**config.mk**
```make
export PLATFORM = sky130hd
export DESIGN_NAME = tlb_asid
export DESIGN_NICKNAME = d
export VERILOG_FILES = /design/src/rtl/tlb_pkg.sv /design/src/rtl/tlb_lfsr.sv /design/src/rtl/tlb_match.sv /design/src/rtl/tlb_pick.sv /design/src/rtl/tlb_asid.sv
export SDC_FILE = /design/constraint.sdc
export NUM_CORES = 1
export LEC_CHECK = 0
export BUFFER_PORTS_ARGS = -buffer_cell sky130_fd_sc_hd__clkbuf_2
export CORE_MARGIN = 2
export CORE_UTILIZATION = 63
export CTS_CLUSTER_SIZE = 24
export DETAILED_ROUTE_END_ITERATION = 8
export PLACE_DENSITY = 0.9
export RECOVER_POWER = 50
export SYNTH_ARGS = -nofsm -noshare
export SYNTH_HDL_FRONTEND = slang
export SYNTH_HIERARCHICAL = 1
export SYNTH_SLANG_ARGS = --single-unit
```
**constraint.sdc**
```tcl
create_clock -name clk_i -period 8.1 [get_ports clk_i]
set_clock_uncertainty 0.05 [all_clocks]
set_input_delay 1.62 -clock clk_i [delete_from_list [all_inputs] [get_ports clk_i]]
set_output_delay 1.62 -clock clk_i [all_outputs]
set_load 0.05 [all_outputs]
```
**src/rtl/tlb_pkg.sv**
```systemverilog
package tlb_pkg;
  localparam int PERM_W   = 4;
  localparam int PERM_RD  = 0;
  localparam int PERM_WR  = 1;
  localparam int PERM_EX  = 2;
  localparam int PERM_USR = 3;

  typedef enum logic [1:0] {
    ACC_READ  = 2'b00,
    ACC_WRITE = 2'b01,
    ACC_EXEC  = 2'b10,
    ACC_RSVD  = 2'b11
  } acc_e;

  // maximal-length Galois feedback masks
  function automatic logic [15:0] lfsr_taps(input int width);
    case (width)
      3:       lfsr_taps = 16'h0006;
      4:       lfsr_taps = 16'h000C;
      5:       lfsr_taps = 16'h0014;
      6:       lfsr_taps = 16'h0030;
      7:       lfsr_taps = 16'h0060;
      8:       lfsr_taps = 16'h00B8;
      default: lfsr_taps = 16'h0014;
    endcase
  endfunction
endpackage

```
**src/rtl/tlb_lfsr.sv**
```systemverilog
module tlb_lfsr #(
  parameter int W = 5
) (
  input  logic         clk_i,
  input  logic         rst_ni,
  output logic [W-1:0] state_o
);
  localparam logic [W-1:0] TAPS = W'(tlb_pkg::lfsr_taps(W));

  logic [W-1:0] state_q;

  always_ff @(posedge clk_i or negedge rst_ni) begin
    if (!rst_ni) state_q <= W'(1);
    else         state_q <= (state_q >> 1) ^ (state_q[0] ? TAPS : '0);
  end

  assign state_o = state_q;
endmodule

```
**src/rtl/tlb_match.sv**
```systemverilog
module tlb_match #(
  parameter int ENTRIES = 16,
  parameter int VPN_W   = 20,
  parameter int ASID_W  = 8
) (
  input  logic [ENTRIES-1:0]             valid_i,
  input  logic [ENTRIES-1:0]             glob_i,
  input  logic [ENTRIES-1:0][VPN_W-1:0]  vpn_i,
  input  logic [ENTRIES-1:0][ASID_W-1:0] asid_i,
  input  logic [VPN_W-1:0]               key_vpn_i,
  input  logic [ASID_W-1:0]              key_asid_i,
  input  logic                           any_asid_i,
  output logic [ENTRIES-1:0]             match_o
);
  for (genvar g = 0; g < ENTRIES; g++) begin : g_cmp
    assign match_o[g] = valid_i[g] && (vpn_i[g] == key_vpn_i) &&
                        (glob_i[g] || any_asid_i || (asid_i[g] == key_asid_i));
  end
endmodule

```
**src/rtl/tlb_pick.sv**
```systemverilog
module tlb_pick #(
  parameter int ENTRIES = 16,
  localparam int IDX_W  = $clog2(ENTRIES)
) (
  input  logic [ENTRIES-1:0] req_i,
  output logic               found_o,
  output logic [IDX_W-1:0]   idx_o
);
  // lowest set index wins
  always_comb begin
    idx_o = '0;
    for (int i = ENTRIES - 1; i >= 0; i--) begin
      if (req_i[i]) idx_o = IDX_W'(i);
    end
  end

  assign found_o = |req_i;
endmodule

```
**src/rtl/tlb_asid.sv**
```systemverilog
module tlb_asid #(
  parameter int ENTRIES = 16,
  parameter int VPN_W   = 20,
  parameter int PFN_W   = 20,
  parameter int ASID_W  = 8,
  parameter int OFF_W   = 12,
  localparam int VA_W   = VPN_W + OFF_W,
  localparam int PA_W   = PFN_W + OFF_W,
  localparam int PERM_W = tlb_pkg::PERM_W
) (
  input  logic              clk_i,
  input  logic              rst_ni,
  input  logic              lk_valid_i,
  input  logic [VA_W-1:0]   lk_vaddr_i,
  input  logic [ASID_W-1:0] lk_asid_i,
  input  logic [1:0]        lk_acc_i,
  input  logic              lk_user_i,
  output logic              lk_hit_o,
  output logic              lk_miss_o,
  output logic              lk_fault_o,
  output logic [PA_W-1:0]   lk_paddr_o,
  input  logic              fill_valid_i,
  input  logic [VPN_W-1:0]  fill_vpn_i,
  input  logic [ASID_W-1:0] fill_asid_i,
  input  logic [PFN_W-1:0]  fill_pfn_i,
  input  logic [PERM_W-1:0] fill_perm_i,
  input  logic              fill_global_i,
  input  logic              flush_all_i,
  input  logic              flush_asid_i,
  input  logic [ASID_W-1:0] flush_asid_id_i
);
  import tlb_pkg::*;

  localparam int IDX_W  = $clog2(ENTRIES);
  localparam int LFSR_W = IDX_W + 1;

  logic [ENTRIES-1:0]              valid_q, glob_q;
  logic [ENTRIES-1:0][VPN_W-1:0]   vpn_q;
  logic [ENTRIES-1:0][ASID_W-1:0]  asid_q;
  logic [ENTRIES-1:0][PFN_W-1:0]   pfn_q;
  logic [ENTRIES-1:0][PERM_W-1:0]  perm_q;

  logic [ENTRIES-1:0] lk_vec, fl_vec, asid_kill, victim_oh;
  logic [VPN_W-1:0]   lk_vpn;
  logic [PFN_W-1:0]   hit_pfn;
  logic [PERM_W-1:0]  hit_perm;
  logic               any_hit, need_ok, allowed;
  logic               dup_found, free_found, fill_go;
  logic [IDX_W-1:0]   dup_idx, free_idx, victim;
  logic [LFSR_W-1:0]  rnd;
  acc_e               acc;

  assign lk_vpn = lk_vaddr_i[VA_W-1:OFF_W];
  assign acc    = acc_e'(lk_acc_i);

  tlb_match #(.ENTRIES(ENTRIES), .VPN_W(VPN_W), .ASID_W(ASID_W)) u_lk_match (
    .valid_i(valid_q), .glob_i(glob_q), .vpn_i(vpn_q), .asid_i(asid_q),
    .key_vpn_i(lk_vpn), .key_asid_i(lk_asid_i), .any_asid_i(1'b0),
    .match_o(lk_vec)
  );

  // a global refill collides with every slot of the same page
  tlb_match #(.ENTRIES(ENTRIES), .VPN_W(VPN_W), .ASID_W(ASID_W)) u_fl_match (
    .valid_i(valid_q), .glob_i(glob_q), .vpn_i(vpn_q), .asid_i(asid_q),
    .key_vpn_i(fill_vpn_i), .key_asid_i(fill_asid_i), .any_asid_i(fill_global_i),
    .match_o(fl_vec)
  );

  tlb_pick #(.ENTRIES(ENTRIES)) u_pick_dup (
    .req_i(fl_vec), .found_o(dup_found), .idx_o(dup_idx)
  );

  tlb_pick #(.ENTRIES(ENTRIES)) u_pick_free (
    .req_i(~valid_q), .found_o(free_found), .idx_o(free_idx)
  );

  tlb_lfsr #(.W(LFSR_W)) u_lfsr (
    .clk_i(clk_i), .rst_ni(rst_ni), .state_o(rnd)
  );

  // ---------------- lookup ----------------
  always_comb begin
    hit_pfn  = '0;
    hit_perm = '0;
    for (int i = 0; i < ENTRIES; i++) begin
      if (lk_vec[i]) begin
        hit_pfn  = hit_pfn  | pfn_q[i];
        hit_perm = hit_perm | perm_q[i];
      end
    end
  end

  always_comb begin
    unique case (acc)
      ACC_READ:  need_ok = hit_perm[PERM_RD];
      ACC_WRITE: need_ok = hit_perm[PERM_WR];
      ACC_EXEC:  need_ok = hit_perm[PERM_EX];
      default:   need_ok = 1'b0;
    endcase
    allowed = need_ok && (!lk_user_i || hit_perm[PERM_USR]);
  end

  assign any_hit    = |lk_vec;
  assign lk_hit_o   = lk_valid_i && any_hit;
  assign lk_miss_o  = lk_valid_i && !any_hit;
  assign lk_fault_o = lk_hit_o && !allowed;
  assign lk_paddr_o = lk_hit_o ? {hit_pfn, lk_vaddr_i[OFF_W-1:0]} : '0;

  // ---------------- refill / flush ----------------
  assign fill_go   = fill_valid_i && !flush_all_i && !flush_asid_i;
  assign victim    = dup_found  ? dup_idx  :
                     free_found ? free_idx : rnd[IDX_W-1:0];
  assign victim_oh = {{(ENTRIES-1){1'b0}}, 1'b1} << victim;

  for (genvar g = 0; g < ENTRIES; g++) begin : g_kill
    assign asid_kill[g] = !glob_q[g] && (asid_q[g] == flush_asid_id_i);
  end

  always_ff @(posedge clk_i or negedge rst_ni) begin
    if (!rst_ni) begin
      valid_q <= '0;
      glob_q  <= '0;
    end else if (flush_all_i) begin
      valid_q <= '0;
    end else if (flush_asid_i) begin
      valid_q <= valid_q & ~asid_kill;
    end else if (fill_go) begin
      valid_q        <= (valid_q & ~fl_vec) | victim_oh;
      glob_q[victim] <= fill_global_i;
    end
  end

  always_ff @(posedge clk_i) begin
    if (fill_go) begin
      vpn_q[victim]  <= fill_vpn_i;
      asid_q[victim] <= fill_asid_i;
      pfn_q[victim]  <= fill_pfn_i;
      perm_q[victim] <= fill_perm_i;
    end
  end
endmodule

```
Word level (Yosys, flattened, before mapping)
Cells that the tools add are included.

Register bits after elaboration: 869. Input bits: 110. Output and inout port bits: 35. Word-level logic and storage cells: 439.

$lt $le $gt $ge: 2. Equal/unequal tests: 82. Shift operators: 1. Multiplexer cells: 85. Bitwise operators: 39. Reductions and logical operators: 163.

Operators with widths (count): bitwise mux 320 bit (2); == test 20 bit (32); == test 8 bit (48); two-way mux 20 bit (17); OR 20 bit (15); two-way mux 4 bit (51); bitwise mux 128 bit (1); logical AND 1 bit (87); demux 20 bit (select 4 bit) (1); bitwise mux 64 bit (1); OR 4 bit (15); logical OR 1 bit (49); two-way mux 16 bit (3); inverter 16 bit (3); OR reduction 16 bit (3); AND 16 bit (2); demux 8 bit (select 4 bit) (1); two-way mux 32 bit (1); logical NOT 1 bit (21); bitwise mux 16 bit (1); demux 4 bit (select 4 bit) (1); OR 16 bit (1); << shifter 1 x 4 -> 16 bit, first input constant (1); two-way mux 8 bit (1); 13 further kinds (14).

Logic depth before layout (Yosys ltp)
Gate-level depths: netlist of the first run.

Depth in word-level cells: 38. Depth in mapped cells: 16. Mapped depth without buffers: 13.

Hierarchy
The synthesis of the first run kept the hierarchy.

Modules (own cells, without submodules): tlb_asid (instances 1, cells an instance 1525, area each 30610.6 um^2, sequential area each 25784.7 um^2); tlb_match (instances 2, cells an instance 682, area each 5612.9 um^2, sequential area each 0.0 um^2); tlb_pick (instances 2, cells an instance 34, area each 176.4 um^2, sequential area each 0.0 um^2); tlb_lfsr (instances 1, cells an instance 6, area each 135.1 um^2, sequential area each 126.4 um^2).

Least setup slack after synthesis of the first run
Ideal clock, no wire load.

Path kind: input -> register. Start: input fill_asid_i[3]. End: register glob_q[8]. Library setup time: 125 ps. Arrival: 7334 ps. Required time: 7925 ps. Setup slack: 591 ps. Cell stages on the path: 13. Path buffers: 2. Cells stage by stage: buf_2 buf_4 xor2_1 nor4_1 a211oi_1 nor3_1 nor4_2 nand3_1 or3_1 or2b_1 o2111ai_4 nor4_2 mux2_2.

Elaborated cells on any way between the ends: 72. Those cells by class: 2 x order compare; 16 x eq/ne; 20 x mux; 34 x reduce/logical.

RTL lines: from (decl) (RTL line tlb_asid.sv:24) `input logic [ASID_W-1:0] fill_asid_i,`; == test 8 bit (*) (RTL line tlb_match.sv:17) `(glob_i[g] || any_asid_i || (asid_i[g] == key_asid_i));`; logical OR 1 bit (*) (RTL line tlb_match.sv:17); logical AND 1 bit (*) (RTL line tlb_match.sv:16) `assign match_o[g] = valid_i[g] && (vpn_i[g] == key_vpn_i) &&`; named net fl_vec[4] (RTL line tlb_asid.sv:43) `logic [ENTRIES-1:0] lk_vec, fl_vec, asid_kill, victim_oh;`; OR reduction 16 bit (*) (RTL line tlb_pick.sv:17) `assign found_o = |req_i;`; named net dup_found (RTL line tlb_asid.sv:48) `logic dup_found, free_found, fill_go;`; two-way mux 4 bit (*) (RTL line tlb_asid.sv:111) `assign victim = dup_found ? dup_idx :`; < comparator 4 x 5 -> 1 bit (implied by the code) or >= comparator 4 x 1 -> 1 bit (tied branches) (RTL line tlb_asid.sv:129) `glob_q[victim] <= fill_global_i;`; logical AND 1 bit (implied by the code) (RTL line tlb_asid.sv:129); two-way mux 1 bit (implied by the code) (RTL line tlb_asid.sv:129); demux 1 bit (select 4 bit) (*) (RTL line tlb_asid.sv:129); bitwise mux 16 bit (*) (RTL line tlb_asid.sv:129); to (signal, indexed assignment) (RTL line tlb_asid.sv:129); to (decl) (RTL line tlb_asid.sv:37) `logic [ENTRIES-1:0] valid_q, glob_q;`.

The timed path passes the listed nets; every way through them passes the cells marked *. A chain may end at the register's enable or synchronous reset.

==> impl_results.rst, run 1 <==
.. list-table::
   :header-rows: 1

   * - Metric
     - Value
   * - Outcome
     - finished with violations
   * - Violated checks
     - capacitance limit, slew limit
   * - Top flip-flop cell by instance count after synthesis
     - edfxtp_1
   * - Wirelength, routed
     - 131000 µm
   * - Post_cts resized
     - 0
   * - Starting DRT DRC Count
     - 4712
   * - Total vias in the final route
     - 28.9k
   * - Root buffer selected by CTS
     - clkbuf_16
   * - Count of flip-flops with a built-in enable after synthesis
     - 832
   * - Tightest Pin Transition
     - 2.50 ns
   * - Remaining routing DRC violations
     - 0
   * - Total number of yosys warnings
     - 6
   * - Category of the most critical setup path
     - input port to flop
   * - Endpoint class of the critical path
     - flop
   * - Most instantiated cells after synthesis
     - xor2_1, edfxtp_1, nor4_1
   * - Via-to-Cell Ratio
     - 7.14
   * - First-pass GRT wire length
     - 188000 µm
   * - Overall overflow remaining after global route
     - 0
   * - Minimum clock period
     - 7.70 ns
   * - Cts hold-fix bufs
     - 0
   * - Worst hold slack after final layout
     - 0.301 ns
   * - RSZ-0062 raised after global routing
     - false
   * - P_leak
     - 15.7 nW
   * - Die area
     - 69300 µm²
   * - Reg2reg setup slack
     - 2.58 ns
   * - Worst EP arrival
     - 7.96 ns
   * - Number of top-level pins
     - 145
   * - Pin count of the biggest net entering global routing
     - 55
   * - Width of the chip
     - 263 µm
   * - Effective utilization at floorplan
     - 0.634
   * - Clock tree from TritonCTS
     - done
   * - Reported max-cap violation count
     - 13
   * - Cells after synthesis
     - 2963
   * - Number of global-route vias before repair
     - 29.0k
   * - Clock input transition at the sequential cells of the worst setup and hold paths
     - 0.06 ns
   * - Cells taking the most area after synthesis
     - edfxtp_1, xor2_1, nor4_1
   * - Endpoints failing setup
     - 0
   * - Hold Path Class
     - flop to flop
   * - Critical path fanouts, max
     - 22
   * - Fmax
     - 0.130 GHz
   * - DRT antenna net count
     - 0
   * - Number of failing hold endpoints at the final stage
     - 0
   * - Launching element type of the critical path
     - input port
   * - Setup TNS after final layout
     - 0 ns
   * - Distinct cells, synth
     - 60
   * - Dpl hpwl
     - 76700 µm
   * - Count leader, synth
     - xor2_1
   * - Fin crit share
     - 0.951
   * - Clock Sink Count
     - 869
   * - Fraction of layout instances using a drive strength above 1
     - 0.117
   * - Post-synthesis async set-or-reset flop share
     - 0.0426
   * - Slew Limit Headroom
     - -0.668
   * - Req. time, crit path
     - 8.35 ns
   * - Source-to-sink clock delay at the later pin of the worst-skew pair
     - 0.68 ns
   * - Share of synthesized area occupied by flip-flops and latches
     - 0.612
   * - Count of input and output buffers
     - 144
   * - Total core area
     - 66800 µm²
   * - Number of pins exceeding their max-slew limit in the final report
     - 314
   * - Detailed-route wire length per cell
     - 32.5 µm
   * - Area added between synthesis and finish
     - 9.75%
   * - Post-CTS setup buffers
     - 0
   * - Number of flip-flops and latches in the synthesized netlist
     - 869
   * - Maximum ir drop on the vdd rail
     - 0.219 mV
   * - Number of CTS-inserted buffers
     - 87
   * - Count of H-tree levels built during CTS
     - 3
   * - Post-synth net total
     - 3073
   * - Number of cell rows
     - 95
   * - Routability cong.
     - 0.981
   * - Buffer depth of the longest clock path
     - 3
   * - Number of iterations in the first detailed-routing pass
     - 6
   * - Global-route usage over all layers
     - 0.368
   * - Die height
     - 263 µm
   * - # fillers
     - 4055
   * - Fraction of synthesized cell area taken by the top area cell type
     - 0.590
   * - Synthesized area
     - 42300 µm²
   * - Ratio of total power to cell area
     - 208 nW/µm²
   * - Mapped Avg Cell Area
     - 14.3 µm²
   * - Final net count
     - 3205
   * - Yosys top cell by area
     - edfxtp_1
   * - Antenna violations before repair
     - 4
per-stage QoR:
step                cells  worst slack, ns  instance area (µm²)  utilization  total power, W
floorplan            2963            0.591                42300            -         0.00543
global placement     3879            0.954                43700        0.654         0.00560
detailed placement   3879            0.816                43700        0.654         0.00563
CTS                  4037             1.20                46600        0.698         0.00966
global route         4039            0.352                46400        0.695         0.00986
finish               4041            0.397                46500        0.695         0.00968
cell usage in the layout, fill, tap and decap left out, drive strengths merged, types with 13 or more instances in the layout:
cell / netlist / layout
nor2: 32 / 32
edfxtp: 832 / 832
a31oi: 27 / 27
a22o: 65 / 65
dfrtp: 36 / 36
mux2: 17 / 17
xor2: 932 / 932
buf: 136 / 74
xnor2: 93 / 93
nor3: 77 / 77
clkinv: 0 / 40
nand4: 50 / 50
nand2: 22 / 22
inv: 26 / 27
and3: 39 / 39
nor4: 224 / 224
o21ai: 13 / 13
nand3: 50 / 50
a22oi: 57 / 57
a221oi: 65 / 65
a211oi: 38 / 38
clkbuf: 58 / 269
a21oi: 26 / 26
state kept, by name (all words and copies together) (netlist names):
signal	count
pfn_q	320
vpn_q	320
asid_q	128
perm_q	64
glob_q	16
valid_q	16
u_lfsr/state_o	5
path summary, 6_finish.rpt:
kind                            depth (start not counted)                     endpoint                         from
worst min register to register                          0  u_lfsr/state_o[3]$_DFF_PN0_  u_lfsr/state_o[4]$_DFF_PN0_
worst max register to register                         12          vpn_q[56]$_DFFE_PP_         vpn_q[206]$_DFFE_PP_
min in group asynchronous                               1        glob_q[2]$_DFFE_PN0P_                       rst_ni
max in group asynchronous                               1       glob_q[12]$_DFFE_PN0P_                       rst_ni
worst max-delay path                                   14          vpn_q[56]$_DFFE_PP_               fill_vpn_i[10]
worst min-delay path                                    0  u_lfsr/state_o[3]$_DFF_PN0_  u_lfsr/state_o[4]$_DFF_PN0_
critical path: stages:
cell and delay (ns):
clkbuf_1 1.41, clkbuf_1 0.52, xor2_1 0.15, nor4_1 0.48, nand4_1 0.31, nor3_1 0.69
nor2_1 0.08, nand2_1 0.11, or3_1 0.43, or2b_1 0.35, o21ai_2 0.21, nand3_4 0.30
and2b_2 0.85, buf_4 0.42
report_power, final:
part | switching (W) | internal, W | total, W
registers | 0.0000140 | 0.00494 | 0.00495
logic | 0.000439 | 0.000169 | 0.000609
clock network | 0.00180 | 0.00232 | 0.00412
total | 0.00225 | 0.00743 | 0.00968
cells by family (layout without fill, tap and decap cells):
logic type,after synthesis,count (layout),synth area share
AOI/OAI and AO/OA,315,315,0.0585
buffers and inverters,220,421,0.0374
and+or+nand+nor,513,513,0.0744
other,1,5,0.0000886
muxes,20,20,0.00532
xor gates and xnor gates,1025,1025,0.212
DFF,869,869,0.612
metal layers:
metal | GRT usage | routed length [µm]
met1 | 0.451 | 42500
met2 | 0.573 | 59900
met3 | 0.101 | 18900
met4 | 0.251 | 10200
met5 | 0 | 29
cell type report:
cell class | count | area (µm²) | share of cell area
flip-flops and latches | 869 | 25900 | 0.558
clock buffers | 106 | 2320 | 0.0499
repair buffers | 237 | 1470 | 0.0316
multi-input cells | 1874 | 14900 | 0.322
clock inverters | 52 | 606 | 0.0130
well taps | 873 | 1090 | 0.0235
diodes | 4 | 10.0 | 0.000215
inverters | 26 | 97.6 | 0.00210
(Power assumes the default switching activity.)
==> inputs of run 2 (changes only) <==
--- a/config.mk
+++ b/config.mk
@@ -6,8 +6,10 @@
 export NUM_CORES = 1
 export LEC_CHECK = 0
 export BUFFER_PORTS_ARGS = -buffer_cell sky130_fd_sc_hd__clkbuf_2
+export CELL_PAD_IN_SITES_DETAIL_PLACEMENT = 1
+export CELL_PAD_IN_SITES_GLOBAL_PLACEMENT = 2
 export CORE_MARGIN = 2
-export CORE_UTILIZATION = 63
+export CORE_UTILIZATION = 46
 export CTS_CLUSTER_SIZE = 24
 export DETAILED_ROUTE_END_ITERATION = 8
 export PLACE_DENSITY = 0.9
==> impl_results.rst, run 2 (synthesis results as in run 1) <==
.. list-table::
   :header-rows: 1

   * - Metric
     - Value
   * - Via-to-Cell Ratio
     - 6.37 (-11%)
   * - Worst setup slack after placement
     - 0.931 ns (+0.115 ns)
   * - Area added between synthesis and finish
     - 11.3%
   * - Category of the most critical setup path
     - input port to flop
   * - DRT antenna net count
     - 0 (unchanged)
   * - Tightest Pin Transition
     - 2.61 ns (+0.107 ns)
   * - Total vias in the final route
     - 27.9k (-3.5%)
   * - Non-filler cells, final
     - 4376 (+8.3%)
   * - Overall overflow remaining after global route
     - 0 (unchanged)
   * - Capture point of the critical path
     - pfn_q[225]$_DFFE_PP_
   * - Switching part of the total power
     - 0.236 (+0.00349)
   * - Die height
     - 307 µm (+17%)
   * - Count of input and output buffers
     - 144 (unchanged)
   * - Worst EP arrival
     - 7.84 ns (-0.12 ns)
   * - Root buffer selected by CTS
     - clkbuf_16
   * - Clock Sink Count
     - 869 (unchanged)
   * - Req. time, crit path
     - 8.37 ns (+0.02 ns)
   * - Number of failing hold endpoints at the final stage
     - 0 (unchanged)
   * - Total core area
     - 91400 µm² (+37%)
   * - Number of CTS-inserted buffers
     - 93 (+6.9%)
   * - Fmax
     - 0.132 GHz (+1.7%)
   * - Launching element type of the critical path
     - input port
   * - Post_cts resized
     - 0 (unchanged)
   * - Most common library cell in the layout ignoring fill and taps
     - xor2_1
   * - Dpl hpwl
     - 87100 µm (+14%)
   * - Global-route usage over all layers
     - 0.298 (-0.0701)
   * - Pin count of the biggest net entering global routing
     - 55 (unchanged)
   * - Cell depth of the worst flop-to-flop path
     - 12 (unchanged)
   * - Wirelength, routed
     - 143000 µm (+8.7%)
   * - Outcome
     - finished with violations
   * - Final net count
     - 3219 (+0.44%)
   * - Reported max-cap violation count
     - 26 (+13)
   * - Effective utilization at floorplan
     - 0.463 (-0.170)
   * - Cell internal power dissipation
     - 0.00767 W (+3.2%)
   * - P_leak
     - 15.8 nW (+0.50%)
   * - Number of global-route vias before repair
     - 29.4k (+1.4%)
   * - RSZ-0062 raised after global routing
     - false
   * - Antenna violations before repair
     - 5 (+1)
   * - Setup TNS after final layout
     - 0 ns (unchanged)
   * - Hold Path Class
     - flop to flop
   * - Violated checks
     - capacitance limit, slew limit
   * - Clock input transition at the sequential cells of the worst setup and hold paths
     - 0.06 ns (about the same)
   * - Share of total power in the clock network
     - 0.444 (+0.019)
   * - Setup slack after layout
     - 0.525 ns (+0.129 ns)
   * - Detailed-route wire length per cell
     - 32.6 µm (+0.33%)
   * - Biggest regs
     - pfn_q: 320 flops, vpn_q: 320 flops, asid_q: 128 flops
   * - Fin crit share
     - 0.935 (-0.0159)
   * - Reg2reg setup slack
     - 2.71 ns (+0.13 ns)
   * - Cts hold-fix bufs
     - 0 (unchanged)
   * - Clock tree from TritonCTS
     - done
   * - Net Sw Power
     - 0.00237 W (+5.2%)
   * - Number of iterations in the first detailed-routing pass
     - 7 (+1)
   * - Fraction of power consumed by combinational cells
     - 0.062 (about the same)
   * - Critical path fanouts, max
     - 44 (+100%)
   * - Die area
     - 94500 µm² (+36%)
   * - Ratio of total power to cell area
     - 213 nW/µm² (+2.2%)
   * - Width of the chip
     - 307 µm (+17%)
   * - Buffer depth of the longest clock path
     - 3 (unchanged)
   * - Remaining routing DRC violations
     - 0 (unchanged)
   * - Source-to-sink clock delay at the later pin of the worst-skew pair
     - 0.72 ns (+0.04 ns)
   * - First-pass GRT wire length
     - 205000 µm (+9.4%)
   * - Number of cell rows
     - 111 (+17%)
   * - Number of top-level pins
     - 145 (unchanged)
   * - Most frequent cells in the layout
     - xor2_1, edfxtp_1, nor4_1
   * - Endpoints failing setup
     - 0 (unchanged)
   * - Starting DRT DRC Count
     - 2785 (-41%)
   * - Count of H-tree levels built during CTS
     - 3 (unchanged)
   * - Worst reg2reg path startpoint
     - asid_q[73]$_DFFE_PP_
   * - Number of pins exceeding their max-slew limit in the final report
     - 616 (+96%)
   * - Routability cong.
     - 0.961 (-2.1%)
   * - RR Endpoint
     - pfn_q[124]$_DFFE_PP_
   * - Slew Limit Headroom
     - -0.739 (-0.0712)
   * - Maximum ir drop on the vdd rail
     - 0.219 mV (+0.14%)
   * - # placed instances
     - 4200 (+8.3%)
   * - Fraction of layout instances using a drive strength above 1
     - 0.115 (-0.00186)
   * - Share of power burned in registers
     - 0.494 (-0.018)
   * - Minimum clock period
     - 7.57 ns (-0.129 ns)
   * - Endpoint class of the critical path
     - flop
   * - Post-CTS setup buffers
     - 0 (unchanged)
   * - Crit. Startpoint
     - fill_vpn_i[10]
## run 2: worst min-delay path by stage
stage | from | endpoint | slack, ns | cells past startpoint
finish | u_lfsr/state_o[4]$_DFF_PN0_ | u_lfsr/state_o[3]$_DFF_PN0_ | 0.30 | 0
global route | u_lfsr/state_o[4]$_DFF_PN0_ | u_lfsr/state_o[3]$_DFF_PN0_ | 0.30 | 0
global placement | u_lfsr/state_o[4]$_DFF_PN0_ | u_lfsr/state_o[3]$_DFF_PN0_ | 0.29 | 0
floorplan | u_lfsr/state_o[4]$_DFF_PN0_ | u_lfsr/state_o[3]$_DFF_PN0_ | 0.28 | 0
CTS | u_lfsr/state_o[4]$_DFF_PN0_ | u_lfsr/state_o[3]$_DFF_PN0_ | 0.30 | 0
detailed placement | u_lfsr/state_o[4]$_DFF_PN0_ | u_lfsr/state_o[3]$_DFF_PN0_ | 0.29 | 0
## run 2: power groups by stage
stage | combinational [W] | sequential, W | clock, W
2_1_floorplan | 0.000384 | 0.00505 | 0
3_3_place_gp | 0.000582 | 0.00505 | 0
3_5_place_dp | 0.000614 | 0.00505 | 0
4_1_cts | 0.000623 | 0.00495 | 0.00450
5_1_grt | 0.000648 | 0.00495 | 0.00465
6_report | 0.000624 | 0.00496 | 0.00446
## run 2: through the flow
| stage | power, W | util | hold WS, ns | instance area, µm² |
|---|---|---|---|---|
| 2_1_floorplan | 0.00543 | - | 0.281 | 42300 |
| 4_1_cts | 0.0101 | 0.518 | 0.300 | 47400 |
| 5_1_grt | 0.0102 | 0.516 | 0.304 | 47100 |
| 3_5_place_dp | 0.00566 | 0.483 | 0.288 | 44200 |
| 6_report | 0.0100 | 0.516 | 0.298 | 47100 |
| 3_3_place_gp | 0.00563 | 0.483 | 0.287 | 44200 |
## run 2: worst max-delay path, stage by stage
cell,delay [ns]
clkbuf_1,1.58
xor2_1,0.28
nor4_1,0.43
nand4_1,0.37
nor3_1,0.81
nor2_1,0.19
nand2_1,0.12
or3_1,0.42
o21ai_0,0.42
buf_4,0.32
or3_1,0.42
nor2_4,0.42
buf_12,0.40
## run 2: per-layer routing
metal  global-route usage  wire (µm)  up-vias
met4                0.140       7280        8
met1                0.373      54700    14473
met2                0.497      68700     1604
li1                     -          -    11376
met5                    0         52        -
met3               0.0612      12000      395
## run 2: area by class of cell
type / instances / area, µm²
multi-input cells: 1874 / 15000
inverters: 26 / 97.6
fillers: 8955 / 44300
diodes: 1 / 2.50
well taps: 1186 / 1480
repair buffers: 245 / 1480
flip-flops and latches: 869 / 25900
clock buffers: 121 / 2460
clock inverters: 54 / 731
